[src/rtl/sbf_pkg.sv]
package sbf_pkg;

    typedef enum logic [1:0] {
        OP_INSERT = 2'b00,
        OP_SEARCH = 2'b01,
        OP_CLEAR  = 2'b10,
        OP_CONFIG = 2'b11
    } sbf_op_e;

    typedef enum logic [1:0] {
        SNOOP_OFF = 2'b00,
        SNOOP_RD  = 2'b01,
        SNOOP_WR  = 2'b10,
        SNOOP_RW  = 2'b11
    } snoop_mode_e;

    typedef enum logic {
        CMD_IDLE   = 1'b0,
        CMD_ANSWER = 1'b1
    } cmd_state_e;

    localparam int unsigned SBF_MAX_HASH = 8;

    // Odd primes below 2^32; hash h uses entry h.
    function automatic logic [31:0] sbf_prime(input int unsigned h);
        logic [31:0] p;
        case (h)
            0:       p = 32'h9E3779B1;
            1:       p = 32'h85EBCA77;
            2:       p = 32'hC2B2AE3D;
            3:       p = 32'h27D4EB2F;
            4:       p = 32'h165667B1;
            5:       p = 32'h01000193;
            6:       p = 32'h3B9ACA07;
            default: p = 32'h3B800001;
        endcase
        return p;
    endfunction

endpackage

[src/rtl/sbf_hash_unit.sv]
module sbf_hash_unit #(
    parameter int unsigned KEY_W = 32,
    parameter int unsigned IDX_W = 8,
    parameter logic [31:0] PRIME = 32'h9E3779B1
) (
    input  logic [KEY_W-1:0] key,
    output logic [IDX_W-1:0] idx
);
    // Constant multiplicand: synthesis reduces this to shifts and adders.
    localparam logic [KEY_W-1:0] MULT = KEY_W'(PRIME);

    logic [KEY_W-1:0] product;

    assign product = key * MULT;
    assign idx     = product[KEY_W-1 -: IDX_W];
endmodule

[src/rtl/sbf_mask_gen.sv]
module sbf_mask_gen #(
    parameter int unsigned NUM_BITS = 256,
    parameter int unsigned NUM_HASH = 3,
    parameter int unsigned KEY_W    = 32
) (
    input  logic [KEY_W-1:0]    key,
    output logic [NUM_BITS-1:0] mask
);
    import sbf_pkg::*;

    localparam int unsigned IDX_W = $clog2(NUM_BITS);

    logic [IDX_W-1:0] idx [NUM_HASH];

    for (genvar g = 0; g < NUM_HASH; g++) begin : g_hash
        sbf_hash_unit #(
            .KEY_W (KEY_W),
            .IDX_W (IDX_W),
            .PRIME (sbf_prime(g))
        ) hash_i (
            .key (key),
            .idx (idx[g])
        );
    end

    always_comb begin
        mask = '0;
        for (int h = 0; h < NUM_HASH; h++) begin
            mask[idx[h]] = 1'b1;
        end
    end
endmodule

[src/rtl/sbf_bit_array.sv]
module sbf_bit_array #(
    parameter int unsigned NUM_BITS = 256
) (
    input  logic                clk,
    input  logic                rst_n,
    input  logic                clear,
    input  logic [NUM_BITS-1:0] set_a,
    input  logic [NUM_BITS-1:0] set_b,
    output logic [NUM_BITS-1:0] bits
);
    logic [NUM_BITS-1:0] bits_d;

    always_comb begin
        if (clear) begin
            bits_d = '0;
        end else begin
            bits_d = bits | set_a | set_b;
        end
    end

    always_ff @(posedge clk) begin
        if (!rst_n) begin
            bits <= '0;
        end else begin
            bits <= bits_d;
        end
    end
endmodule

[src/rtl/sbf_cmd_fsm.sv]
module sbf_cmd_fsm
    import sbf_pkg::*;
(
    input  logic       clk,
    input  logic       rst_n,
    input  logic       cmd_valid,
    input  logic [1:0] cmd_op,
    input  logic [1:0] mode_field,
    input  logic       hit_now,
    input  logic       snp_valid,
    input  logic       snp_write,
    output logic       rsp_valid,
    output logic       rsp_maybe,
    output logic       do_insert,
    output logic       do_clear,
    output logic       snoop_take
);
    cmd_state_e  state_q, state_d;
    snoop_mode_e mode_q;
    logic        maybe_q;
    sbf_op_e     op;
    logic        is_search;

    assign op        = sbf_op_e'(cmd_op);
    assign is_search = cmd_valid && (op == OP_SEARCH);

    // State register
    always_ff @(posedge clk) begin
        if (!rst_n) begin
            state_q <= CMD_IDLE;
        end else begin
            state_q <= state_d;
        end
    end

    // Transitions
    always_comb begin
        state_d = state_q;
        unique case (state_q)
            CMD_IDLE:   state_d = is_search ? CMD_ANSWER : CMD_IDLE;
            CMD_ANSWER: state_d = is_search ? CMD_ANSWER : CMD_IDLE;
            default:    state_d = CMD_IDLE;
        endcase
    end

    // Data registers: snoop mode and captured search result
    always_ff @(posedge clk) begin
        if (!rst_n) begin
            mode_q  <= SNOOP_OFF;
            maybe_q <= 1'b0;
        end else begin
            if (cmd_valid && (op == OP_CONFIG)) begin
                mode_q <= snoop_mode_e'(mode_field);
            end
            if (is_search) begin
                maybe_q <= hit_now;
            end
        end
    end

    // Outputs
    always_comb begin
        rsp_valid = (state_q == CMD_ANSWER);
        rsp_maybe = (state_q == CMD_ANSWER) && maybe_q;
        do_insert = cmd_valid && (op == OP_INSERT);
        do_clear  = cmd_valid && (op == OP_CLEAR);
        unique case (mode_q)
            SNOOP_OFF: snoop_take = 1'b0;
            SNOOP_RD:  snoop_take = snp_valid && !snp_write;
            SNOOP_WR:  snoop_take = snp_valid && snp_write;
            SNOOP_RW:  snoop_take = snp_valid;
            default:   snoop_take = 1'b0;
        endcase
    end
endmodule

[src/rtl/snoop_bloom_top.sv]
module snoop_bloom_top #(
    parameter int unsigned NUM_BITS = 256,
    parameter int unsigned NUM_HASH = 3
) (
    input  logic        clk,
    input  logic        rst_n,
    input  logic        cmd_valid,
    input  logic [1:0]  cmd_op,
    input  logic [31:0] cmd_key,
    output logic        cmd_ready,
    input  logic        snp_valid,
    input  logic        snp_write,
    input  logic [31:0] snp_addr,
    output logic        rsp_valid,
    output logic        rsp_maybe
);
    import sbf_pkg::*;

    localparam int unsigned KEY_W = 32;

    logic [NUM_BITS-1:0] cmd_mask;
    logic [NUM_BITS-1:0] snp_mask;
    logic [NUM_BITS-1:0] array_bits;
    logic [NUM_BITS-1:0] ins_a;
    logic [NUM_BITS-1:0] ins_b;
    logic                hit_now;
    logic                do_insert;
    logic                do_clear;
    logic                snoop_take;

    sbf_mask_gen #(
        .NUM_BITS (NUM_BITS),
        .NUM_HASH (NUM_HASH),
        .KEY_W    (KEY_W)
    ) cmd_hash_i (
        .key  (cmd_key),
        .mask (cmd_mask)
    );

    sbf_mask_gen #(
        .NUM_BITS (NUM_BITS),
        .NUM_HASH (NUM_HASH),
        .KEY_W    (KEY_W)
    ) snp_hash_i (
        .key  (snp_addr),
        .mask (snp_mask)
    );

    sbf_cmd_fsm ctrl_i (
        .clk        (clk),
        .rst_n      (rst_n),
        .cmd_valid  (cmd_valid),
        .cmd_op     (cmd_op),
        .mode_field (cmd_key[1:0]),
        .hit_now    (hit_now),
        .snp_valid  (snp_valid),
        .snp_write  (snp_write),
        .rsp_valid  (rsp_valid),
        .rsp_maybe  (rsp_maybe),
        .do_insert  (do_insert),
        .do_clear   (do_clear),
        .snoop_take (snoop_take)
    );

    assign ins_a = do_insert  ? cmd_mask : '0;
    assign ins_b = snoop_take ? snp_mask : '0;

    sbf_bit_array #(
        .NUM_BITS (NUM_BITS)
    ) store_i (
        .clk   (clk),
        .rst_n (rst_n),
        .clear (do_clear),
        .set_a (ins_a),
        .set_b (ins_b),
        .bits  (array_bits)
    );

    // Searches read the registered vector, i.e. the state before this cycle's inserts.
    assign hit_now   = ((array_bits & cmd_mask) == cmd_mask);
    assign cmd_ready = 1'b1;
endmodule

[config.mk]
export PLATFORM = sky130hd
export DESIGN_NAME = snoop_bloom_top
export DESIGN_NICKNAME = d
export VERILOG_FILES = /design/src/rtl/sbf_pkg.sv /design/src/rtl/sbf_hash_unit.sv /design/src/rtl/sbf_mask_gen.sv /design/src/rtl/sbf_bit_array.sv /design/src/rtl/sbf_cmd_fsm.sv /design/src/rtl/snoop_bloom_top.sv
export SDC_FILE = /design/constraint.sdc
export NUM_CORES = 2
export LEC_CHECK = 0
export BUFFER_PORTS_ARGS = -buffer_cell sky130_fd_sc_hd__buf_2
export CELL_PAD_IN_SITES_DETAIL_PLACEMENT = 0
export CELL_PAD_IN_SITES_GLOBAL_PLACEMENT = 1
export CORE_ASPECT_RATIO = 1.75
export CORE_MARGIN = 10
export CORE_UTILIZATION = 47
export DETAILED_ROUTE_END_ITERATION = 6
export PLACE_DENSITY = 0.86
export SLEW_MARGIN = 20
export SYNTH_ARGS = -nofsm -noshare
export SYNTH_HDL_FRONTEND = slang
export SYNTH_HIERARCHICAL = 1
export SYNTH_SLANG_ARGS = --single-unit
[constraint.sdc]
create_clock -name clk -period 10.3 [get_ports clk]
set_input_delay 3.09 -clock clk [delete_from_list [all_inputs] [get_ports clk]]
set_output_delay 3.09 -clock clk [all_outputs]
set_load 0.1 [all_outputs]
After elaboration in Yosys (flattened, before gate mapping):

Cells that the tools add are included.

* flip-flop bits (word level): 260
* word-level logic and storage cells: 70

* multipliers: 6
* order comparisons: 12
* equality and inequality tests: 7
* mux-type cells: 16
* bitwise logic cells: 8
* reduce and logical (&&, ||, !) cells: 17

Operators with widths (count)
* $or 256x256->256: 6
* $mux 256: 2
* $and 256x256->256: 1
* $eq 256x256->1: 1
* $mul 32x32->32 const B: 4
* $mul 32x31->32 const B: 2
* $lt 8x9->1 const B: 6
* $demux 1 s8: 6
* $ge 8x1->1 const B: 6
* $logic_and 1x1->1: 13
* $eq 2x2->1 const B: 4
* $mux 1: 7
* $eq 2x1->1 const B: 2
* $logic_not 2->1: 2
* $pmux 1 s4: 1
* $reduce_or 2->1: 1
* $logic_not 1->1: 1
* $not 1->1: 1

Logic depth before layout (Yosys ltp):

* depth after elaboration: 10
* mapped depth: 38

Modules after synthesis:

Netlist, hierarchy kept.

Modules (own cells, without submodules)
* sbf_hash_unit (snp_hash_i.g_hash[2].hash_i): instances 1, cells each 967, area each 9160.0 um^2
* sbf_hash_unit (cmd_hash_i.g_hash[1].hash_i): instances 1, cells each 904, area each 9145.0 um^2
* sbf_hash_unit (cmd_hash_i.g_hash[2].hash_i): instances 1, cells each 953, area each 9121.2 um^2
* sbf_hash_unit (snp_hash_i.g_hash[1].hash_i): instances 1, cells each 785, area each 8733.4 um^2
* sbf_hash_unit (snp_hash_i.g_hash[0].hash_i): instances 1, cells each 838, area each 8451.9 um^2
* sbf_hash_unit (cmd_hash_i.g_hash[0].hash_i): instances 1, cells each 833, area each 8426.8 um^2
* sbf_bit_array: instances 1, cells each 797, area each 7689.9 um^2
* sbf_mask_gen (cmd_hash_i): instances 1, cells each 1043, area each 6468.7 um^2
* sbf_mask_gen (snp_hash_i): instances 1, cells each 1044, area each 6383.6 um^2
* snoop_bloom_top: instances 1, cells each 911, area each 5579.1 um^2
* sbf_cmd_fsm: instances 1, cells each 30, area each 247.7 um^2

Worst setup path after synthesis:

Ideal clock, no wire load.

* path kind: input port to flip-flop
* from: input cmd_key[4]
* to: register ctrl_i.maybe_q
* arrival: 10.962 ns
* data required time: 10.228 ns
* path slack: -0.734 ns
* stages on the path: 37
* path through: inv_1 fa_1 inv_1 fa_1 fa_1 inv_1 fa_1 inv_1 fa_1 inv_1 fa_1 inv_1 fa_1 inv_1 fa_1 inv_1 ha_1 a21oi_1 o21ai_0 o21bai_1 o2111ai_2 a21boi_2 a211oi_1 a211oi_1 buf_6 and4b_1 clkbuf_2 buf_2 nand2_1 nand2_1 inv_1 o2111ai_1 nor4_1 nand4_1 nor4_2 nand2_1 mux2i_1

RTL lines
* start: declaration: RTL line snoop_bloom_top.sv:9 `input logic [31:0] cmd_key,`
* end signal: assignment: RTL line sbf_cmd_fsm.sv:56 `maybe_q <= hit_now;`
* end: declaration: RTL line sbf_cmd_fsm.sv:20 `logic maybe_q;`

==> qor.csv <==
stage,metric,value,unit
status,run_status,"finished, violations left",
status,failed_checks,negative setup slack,
routing,drt-wirelength-per-cell,25.4,um
placed_design,placement.cell_area,0.0931,sq mm
timing,shortest_clock_period_the_worst_path_allows_after_layout,11.36,ns
routing,postRouteAntennaNets,0,
timing,setup_slack,-1.06,ns
synth,synth_enable_flop_cells,0,
placed_design,numPortBuffers,72,
cts,clk_path_buf_depth,3,
cts,cts_tree,done,
global_routing,groute.usage.overall,33.3,%
layout,area_delta_synth_final,28.2,%
routing,viasPerCell,5.46,
timing,finalClockSkew,0.0448,ns
timing,hold_violations,0,
die,floorplan.initialDensity,47.2,%
die,fp-row-count,199,
cts,clkSlewWorstSetupHoldPaths,0.08,ns
synth,netlist_area,0.0794,sq mm
layout,register_area,0.00520,sq mm
critical_path,critPathSlowestCell,fa_1,
die,die_h,564,um
cts,cts_h_tree_lvls,1,
synth,syn_nets,11611,
layout,multi_input_comb_area,0.0667,sq mm
timing,setup_repair_after_global_routing_missed_its_margin,true,
synth,sequential_share_of_the_synthesized_area,6.55,%
synth,yosysWarnings,6,
run,max_cap_viol_count,0,
cts,postCtsHoldBufs,0,
placed_design,gp_congestion,1.03,
hold_path,holdPathStages,2,
hold_path,hold_path.class,flop to flop,
timing,final.period_utilization,110,%
routing,drt-initial-drc-count,4763,
synth,synth_cell_type_count,87,
timing,upper_clock_frequency_limit,88.1,MHz
layout,nNetsFinal,12934,
critical_path,criticalPathCategory,input port to flop,
timing,slew_headroom,20.1,%
synth,ys_seq_elements,260,
global_routing,antenna_found_initial,12,
routing,detailroute.via_count,69173,
global_routing,overflow,0,
layout,nFillCells,14354,
critical_path,crit_path_end_kind,flop,
critical_path,critical_path_buf_inv_count,17,
critical_path,max_stage_delay,0.56,ns
layout,finalCoreUtilization,60.6,%
global_routing,grt_pass1_wl,462000,um
synth,ys_dominant_reg_cell,dfxtp_1,
global_routing,via_count_of_the_first_global_routing_pass,74853,
critical_path,worst_r2r_path_depth,8,
timing,tightestPinTransition,1.20,ns
cts,clkSinkCount,260,
synth,avg_cell_area_syn,8.72,sq um
layout,drive_gt1_share,26.0,%
critical_path,worst-endpoint-arrival,11.93,ns
routing,drcViolationCount,0,
critical_path,required_time_of_the_critical_path,10.87,ns
routing,dr.pass1.iters,7,
placed_design,hpwlAfterDp,261000,um
critical_path,path_delay_family,adder cells,
global_routing,grt_max_degree,257,
critical_path,crit_path_frequent_cell,fa_1,
synth,syn_inst,9105,
timing,timing.hold.ws,0.469,ns
synth,synth_async_sr_flop_share,0,%
critical_path,timing.critical_path.depth,42,
timing,total_of_endpoints_with_negative_setup_slack_in_the_final_report,60,
routing,wirelength,321000,um
die,fp.coreArea,0.168,sq mm
die,die_x,331,um
die,design.portCount,74,
cts,clkLatencyLatePin,0.63,ns
critical_path,timing.critical_path.from_type,input port,
die,die_area,0.186,sq mm
cts,cts_made_buffers,27,
layout,finalInstanceArea,0.102,sq mm
timing,timing.final.max_slew_violations,0,
layout,layout_common_cells,"2238 x inv_1, 1261 x buf_4, 1239 x fa_1",
layout,layout_commonest_cell,inv_1,
cts,cts_root_buf,clkbuf_16,
critical_path,crit_path_max_fanout,10,
cell usage after synthesis (all sizes together), types with 49 or more instances:
cell type / number / area share (%)
o2111ai: 67 / 0.75
a21oi: 67 / 0.47
inv: 2336 / 11
and2: 514 / 4.0
ha: 1135 / 18
nor3: 268 / 1.7
dfxtp: 260 / 6.6
buf: 279 / 2.6
a22oi: 500 / 4.7
clkbuf: 179 / 1.0
nand2: 1035 / 4.9
nor2: 285 / 1.3
fa: 1300 / 33
xnor2: 216 / 2.4
nor4b: 49 / 1.5
nand2b: 189 / 1.5
and4bb: 52 / 0.82
tightest hold or removal path: stages, from the launching register on:
cell and delay, ns:
dfxtp_1 0.32, nor3_1 0.05, nor2_1 0.07
per-stage QoR:
stage / instances / setup slack (ns) / TNS [ns]
2_1_floorplan: 9105 / -0.243 / -0.243
3_3_place_gp: 12279 / -2.30 / -259.40
3_5_place_dp: 12281 / -2.37 / -265.13
4_1_cts: 12473 / -0.906 / -3.19
5_1_grt: 12660 / -1.30 / -48.01
6_report: 12663 / -1.06 / -5.20
path summary, 6_finish.rpt:
path / slack, ns / end / startpoint
setup / recovery: -1.06 / ctrl_i/maybe_q / cmd_key[8]
hold / removal: 0.47 / store_i/bits[29] / store_i/bits[29]
setup reg to reg: 7.73 / store_i/bits[220] / ctrl_i/mode_q[0]
hold reg to reg: 0.47 / store_i/bits[29] / store_i/bits[29]
timing repair:
item	4_1_cts	5_1_grt
endpoints found under the setup margin	257	257
setup buffers	135	174
gates cloned	8	21
pin swaps	195	332
resized for setup	377	709
flip-flops by register name, indices dropped and copies added, names as in the netlist:
name,flops
ctrl_i/maybe_q,1
ctrl_i/rsp_valid,1
ctrl_i/mode_q,2
store_i/bits,256
final cells by class:
type	count	share of cell area, %
multi-input combinational	6056	65.5
timing repair buffer	1747	17.1
inverter	2336	8.68
sequential	260	5.11
tap	2211	2.72
clock buffer	33	0.696
clock inverter	16	0.159
antenna	4	0.00983
cell families after synthesis:
group                      synth area share, %
AOI/OAI and AO/OA                         7.42
xor gates and xnor gates                  2.82
adders and majority gates                 50.7
buffers and inverters                     14.7
DFF                                       6.55
muxes                                   0.0630
other                                  0.00472
and+or+nand+nor                           17.8
routing by layer:
layer | up-vias | GRT usage [%] | routed length [um]
li1 | 30772 | - | -
met1 | 34144 | 34.6 | 106000
met2 | 2901 | 58.5 | 160000
met3 | 1356 | 3.74 | 17300
met4 | 0 | 29.6 | 38100
met5 | - | 0 | 0
Power is left out: the tool's default activity adds up to more than one toggle a clock period on the data nets, which glitch-free logic cannot reach.
